**src/rtl/irq_mask_ctrl.sv**
```systemverilog
module irq_mask_ctrl #(
  parameter int N_LINES = 32,
  parameter int AW      = 4,
  localparam int IW     = (N_LINES > 1) ? $clog2(N_LINES) : 1
) (
  input  logic               clk,
  input  logic               rst_n,
  input  logic [N_LINES-1:0] irq_in,
  input  logic [AW-1:0]      bus_addr,
  input  logic               bus_we,
  input  logic [N_LINES-1:0] bus_wdata,
  input  logic               bus_re,
  output logic [N_LINES-1:0] bus_rdata,
  output logic               irq_out,
  output logic [IW-1:0]      lowest_idx,
  output logic               lowest_vld
);

  localparam logic [1:0] SEL_PEND  = 2'd0;
  localparam logic [1:0] SEL_RAW   = 2'd1;
  localparam logic [1:0] SEL_SET   = 2'd2;
  localparam logic [1:0] SEL_CLR   = 2'd3;

  logic [N_LINES-1:0] sync_a, sync_b, enable, pending;
  logic [1:0]         sel;
  logic               irq_q;

  assign sel = bus_addr[3:2];

  always_ff @(posedge clk or negedge rst_n) begin
    if (!rst_n) begin
      sync_a <= '0;
      sync_b <= '0;
    end else begin
      sync_a <= irq_in;
      sync_b <= sync_a;
    end
  end

  always_ff @(posedge clk or negedge rst_n) begin
    if (!rst_n)
      enable <= '0;
    else if (bus_we && sel == SEL_SET)
      enable <= enable | bus_wdata;
    else if (bus_we && sel == SEL_CLR)
      enable <= enable & ~bus_wdata;
  end

  assign pending = sync_b & enable;

  always_comb begin
    bus_rdata = '0;
    if (bus_re) begin
      case (sel)
        SEL_PEND: bus_rdata = pending;
        SEL_RAW:  bus_rdata = sync_b;
        default:  bus_rdata = '0;
      endcase
    end
  end

  always_comb begin
    lowest_idx = '0;
    for (int i = N_LINES - 1; i >= 0; i--)
      if (pending[i]) lowest_idx = IW'(i);
  end

  assign lowest_vld = |pending;

  always_ff @(posedge clk or negedge rst_n) begin
    if (!rst_n) irq_q <= 1'b0;
    else        irq_q <= |pending;
  end

  assign irq_out = irq_q;

  logic [N_LINES-1:0] below_idx;
  assign below_idx = (N_LINES'(1) << lowest_idx) - N_LINES'(1);

  p_unmask_sets_r4: assert property (@(posedge clk) disable iff (!rst_n)
    (bus_we && sel == SEL_SET) |=> ((enable & $past(bus_wdata)) == $past(bus_wdata)));

  p_mask_clears_r5: assert property (@(posedge clk) disable iff (!rst_n)
    (bus_we && sel == SEL_CLR) |=> ((enable & $past(bus_wdata)) == '0));

  p_status_write_ignored_r8: assert property (@(posedge clk) disable iff (!rst_n)
    (bus_we && !sel[1]) |=> $stable(enable));

  p_index_lowest_r9: assert property (@(posedge clk) disable iff (!rst_n)
    lowest_vld |-> (pending[lowest_idx] && ((pending & below_idx) == '0)));

  p_irq_tracks_valid_r7: assert property (@(posedge clk) disable iff (!rst_n)
    irq_out == $past(lowest_vld));

endmodule

```
**config.mk**
```make
export PLATFORM = sky130hd
export DESIGN_NAME = irq_mask_ctrl
export DESIGN_NICKNAME = d
export VERILOG_FILES = /design/src/rtl/irq_mask_ctrl.sv
export SDC_FILE = /design/constraint.sdc
export NUM_CORES = 1
export LEC_CHECK = 0
export BUFFER_PORTS_ARGS = -buffer_cell sky130_fd_sc_hd__buf_2
export CORE_MARGIN = 5
export CORE_UTILIZATION = 45
export CTS_CLUSTER_DIAMETER = 40
export DETAILED_ROUTE_END_ITERATION = 10
export PLACE_DENSITY = 0.81
export SLEW_MARGIN = 20
export SYNTH_ARGS = -nofsm -noshare
export SYNTH_HDL_FRONTEND = slang
export SYNTH_SLANG_ARGS = --single-unit
```
**constraint.sdc**
```tcl
create_clock -name clk -period 2 [get_ports clk]
set_input_delay 0.2 -clock clk [delete_from_list [all_inputs] [get_ports clk]]
set_output_delay 0.2 -clock clk [all_outputs]
set_load 0.02 [all_outputs]
```
* Word level (Yosys, flattened, before mapping)
Index checks and enable logic that the tools add are counted.
** Storage, ports and cells
- Bits in registers :: 97
- Input bits :: 72
- Output and inout port bits :: 39
** Operators by class
- Eq/ne operators :: 3
- Multiplexer cells :: 36
- Bitwise logic cells :: 4
- Reduce and logical (&&, ||, !) cells :: 5
** Operator list (count)
- two-way mux 5 bit :: 32
- two-way mux 32 bit :: 3
- AND 32 bit :: 2
- one-hot mux 32 bit (2 select lines) :: 1
- inverter 32 bit :: 1
- bitwise OR 32 bit :: 1
- OR reduction 32 bit :: 1
- equality test 2 bit (second input constant) :: 2
- equality test 2 x 1 -> 1 bit (second input constant) :: 1
- logical AND 1 bit :: 2
- zero test 2 bit :: 1
- nonzero test 2 bit :: 1

* Longest topological paths before layout
- Depth in word-level cells :: 33
- Mapped depth :: 6

* Worst setup path after synthesis
OpenSTA, ideal clock, no wires.
- Kind :: register to output
- Start :: register sync_b[24]
- End :: output lowest_idx[1]
- Arrival :: 1.623 ns
- Path slack :: 0.177 ns
- Cell stages (with the launch flop) :: 5
- Path buffers :: 0
- Path through :: dfrtp_1 > a22o_1 > o21ai_0 > a31oi_1 > o41ai_1
** Between the ends
- Cells in the longest elaborated chain, start to end :: 26
** Ends and longest elaborated chain
- from (decl) :: line 24 : logic [N_LINES-1:0] sync_a, sync_b, enable, pending;
- from (signal assigned) :: line 36 : sync_b <= sync_a;
- AND 32 bit :: line 49 : assign pending = sync_b & enable;
- two-way mux 5 bit (25 in series) :: line 65 : if (pending[i]) lowest_idx = IW'(i);
- to (decl) :: line 15 : output logic [IW-1:0] lowest_idx,
Every way passes these cells.

* Worst setup path after layout
- Start :: register sync_b[30]
- End :: output lowest_vld
** Between the ends
- Cells in the longest elaborated chain, start to end :: 2
** Ends and longest elaborated chain
- AND 32 bit :: line 49
- OR reduction 32 bit :: line 68 : assign lowest_vld = |pending;
- to (decl) :: line 16 : output logic lowest_vld
Every way passes these cells.

==> tab_implementation.tex <==
\begin{tabular}{lr}
\hline
Metric & Value \\
\hline
\multicolumn{2}{l}{\textbf{Cells and area}} \\
Finished Cell Area & 0.00509 mm\^{}2 \\
Layout Cells excl Fill & 602 \\
Final-layout fill cell count & 624 \\
Area of the multi-input gates & 0.00126 mm\^{}2 \\
\# nets final & 564 \\
Ant. Diodes & 0 \\
Fraction of layout instances using a drive strength above 1 & 33.4\% \\
Most common cell after layout, fill and taps aside & buf\_2 \\
Syn-to-layout area delta & 39.1\% \\
Register Area & 0.00243 mm\^{}2 \\
Top library cells by usage in the layout, fill and taps aside & buf\_2 (104), dfrtp\_1 (97), nand2\_1 (39) \\
\multicolumn{2}{l}{\textbf{Global route}} \\
Antenna violations before repair & 0 \\
Grt total ovfl & 0 \\
Global-route wire length before repair & 15000 um \\
Most Used Layer, Global Route & met2 \\
GRT Util Overall & 19.3\% \\
Largest net degree at the start of global routing & 51 \\
Number of global-route vias before repair & 3099 \\
Met2 Usage GRT & 29.6\% \\
GR Layer Usage met1 & 26.1\% \\
Met3 track utilization from global routing & 5.21\% \\
\multicolumn{2}{l}{\textbf{Worst setup path}} \\
Cells on worst reg2reg path & 5 \\
Maximum fanout along the worst path & 2 \\
Type of the worst setup path & flop to output port \\
Required time reported for the critical path endpoint & 1800 ps \\
Crit path launch & sync\_b[30]\$\_DFF\_PN0\_ \\
CP arrival & 2000 ps \\
CP Capture Type & output port \\
Startpoint kind of the worst setup timing path & flop \\
Launch instance of the worst register-to-register path & sync\_b[30]\$\_DFF\_PN0\_ \\
\multicolumn{2}{l}{\textbf{Place}} \\
Instance count after placement with tap cells included & 539 \\
Instance area after placement & 0.00434 mm\^{}2 \\
Detailed-placement wirelength estimate & 6430 um \\
Port-buffer cells & 108 \\
GPL Wtd Cong & 0.815 \\
\multicolumn{2}{l}{\textbf{Die}} \\
Area inside the core boundary & 0.00805 mm\^{}2 \\
Die height & 100 um \\
Rows & 33 \\
Initial Util & 45.5\% \\
Area enclosed by the die boundary & 0.0100 mm\^{}2 \\
Overall die width & 100 um \\
Io pins & 111 \\
\multicolumn{2}{l}{\textbf{Synth}} \\
Net count of the mapped netlist & 408 \\
Sequential-to-total area share from yosys stat & 66.3\% \\
Post-synthesis average cell area & 10.9 um\^{}2 \\
Synth Cell Area & 0.00366 mm\^{}2 \\
Yosys cell types & 27 \\
Synthesized instance count & 336 \\
Seq cells post-synth & 97 \\
Synthesis Warnings & 0 \\
\multicolumn{2}{l}{\textbf{Hold path}} \\
Worst hold start & bus\_wdata[2] \\
Hold path depth & 2 \\
Hold Path Class & input pin to flop \\
\multicolumn{2}{l}{\textbf{Pwr}} \\
Clock network power share & 29.6\% \\
Net Switching & 1.27 mW \\
Sw Ratio & 28.9\% \\
PwrDens & 866 mW/mm\^{}2 \\
Share of total power in sequential cells & 51.6\% \\
Internal power & 3.14 mW \\
Combinational power share & 18.8\% \\
Leakage power & 2.36 nW \\
VDD IR-drop max & 0.559 mV \\
\multicolumn{2}{l}{\textbf{STA}} \\
Worst Max-Slew Pin Slew & 461 ps \\
Smallest setup slack after layout & -205 ps \\
Max Fclk & 454 MHz \\
Post-Route Skew & 9.95 ps \\
Post-route fraction of the period consumed by the critical path & 110\% \\
Number of hold-slack violations in the final timing report & 0 \\
Final critical-path required period & 2200 ps \\
Slew HR & 69.3\% \\
Final Setup Violations & 6 \\
Pins over their slew limit & 0 \\
Unrepaired setup endpoints after global routing & yes \\
\multicolumn{2}{l}{\textbf{Detailed routing}} \\
DRT antenna net count & 0 \\
Router iterations before antenna repair & 5 \\
Routed wire length per instance & 15.5 um \\
Drt via density & 5.35 \\
DRT Wirelength & 9320 um \\
Vias after detailed routing & 3223 \\
Number of remaining DRC errors & 0 \\
DRC marker count from the first detailed-route iteration & 169 \\
\multicolumn{2}{l}{\textbf{CTS}} \\
Clock Path Buffers & 2 \\
CTS root buf & clkbuf\_8 \\
Count of H-tree levels built during CTS & 3 \\
CTS Buf Count & 9 \\
Insertion delay of the later-clocked pin in the worst-skew pair & 360 ps \\
Clock tree from TritonCTS & built \\
Worst-path clk slew & 100 ps \\
Clock Sink Count & 97 \\
\multicolumn{2}{l}{\textbf{Status}} \\
Outcome & complete, but fails checks \\
Violations in the final reports & negative setup slack \\
\multicolumn{2}{l}{\textbf{Flow run}} \\
Reported max-cap violation count & 0 \\
\hline
\end{tabular}
==> power by group through the flow <==
| stage | clock network (mW) | registers [mW] | logic [mW] |
|---|---|---|---|
| floorplan | 0 | 2.27 | 0.417 |
| global placement | 0 | 2.29 | 0.658 |
| detailed placement | 0 | 2.30 | 0.675 |
| global route | 1.44 | 2.30 | 0.918 |
| CTS | 1.35 | 2.27 | 0.762 |
| finish | 1.31 | 2.28 | 0.828 |
==> layer usage <==
| metal | wire (um) | vias to the layer above |
|---|---|---|
| met5 | 0 | - |
| met4 | 333 | 0 |
| met3 | 674 | 36 |
| met2 | 4410 | 141 |
| met1 | 3900 | 1523 |
| li1 | - | 1523 |
==> cells by family after synthesis <==
| kind of cell | count (synthesis) | synth area share (%) |
|---|---|---|
| AO/OA/AOI/OAI | 127 | 20.4 |
| buffers and inverters | 17 | 1.74 |
| AND/OR/NAND/NOR | 95 | 11.6 |
| flip-flops | 97 | 66.3 |
==> synth_stat cells <==
cell type	count	area, um^2
a211oi_1	3	22.5
a21oi_1	34	170
a22o_1	3	26.3
a22oi_1	7	52.6
a31oi_1	33	206
a32o_1	4	40.0
a32oi_1	1	8.76
and2_1	3	18.8
and3b_1	1	8.76
clkbuf_1	17	63.8
dfrtp_1	97	2430
nand2_1	39	146
nand2_2	1	6.26
nand2b_1	1	6.26
nand3_1	8	40.0
nand3_4	1	17.5
nand4_1	1	6.26
nor2_1	34	128
nor2_4	1	11.3
nor2b_1	1	6.26
nor3_1	2	10.0
nor3_2	1	10.0
o2111ai_1	1	8.76
o21ai_0	39	195
o31ai_1	1	7.51
o41ai_1	1	8.76
or3b_1	1	8.76
==> per-stage QoR <==
step | hold slack [ps] | power, mW | setup WS [ps] | util [%] | TNS (ps)
finish | 26.5 | 4.41 | -205 | 63.2 | -738
global route | 10.5 | 4.66 | -290 | 63.2 | -1300
CTS | 10.7 | 4.38 | -248 | 61.6 | -520
detailed placement | 162 | 2.98 | 71.0 | 53.9 | 0
global placement | 159 | 2.94 | 96.9 | 53.9 | 0
floorplan | -95.6 | 2.68 | 177 | - | 0
==> what timing repair did <==
action / 4_1_cts / 5_1_grt
buffers inserted: 5 / 10
hold endpoints to repair: 62 / 0
resized for setup: 15 / 12
setup endpoints to repair: 5 / 6
hold buffers: 33 / 0
pin swaps: 7 / 11
==> final timing paths <==
check | to | slack [ps]
max in group asynchronous | sync_b[14]$_DFF_PN0_ | 1100
min in group asynchronous | sync_a[7]$_DFF_PN0_ | 300
worst min-delay path | flop | 30
worst max-delay path | lowest_vld | -200
worst min register to register | sync_b[22]$_DFF_PN0_ | 340
worst max register to register | irq_out$_DFF_PN0_ | 370
==> critical path: stages, from the launching register on <==
cell and delay (ps):
dfrtp_1 390, a22o_1 250, and3b_2 260, nand2_2 80
nor3_4 120, or3b_4 420, buf_6 140
==> final cells by class <==
cell class                 instances  area share [%]
clock buffer                      10            2.70
clock inverter                     6            1.43
multi-input combinational        222            24.8
sequential                        97            47.7
tap                              105            2.58
timing repair buffer             162            20.8
Power figures use the tool's default switching activity.
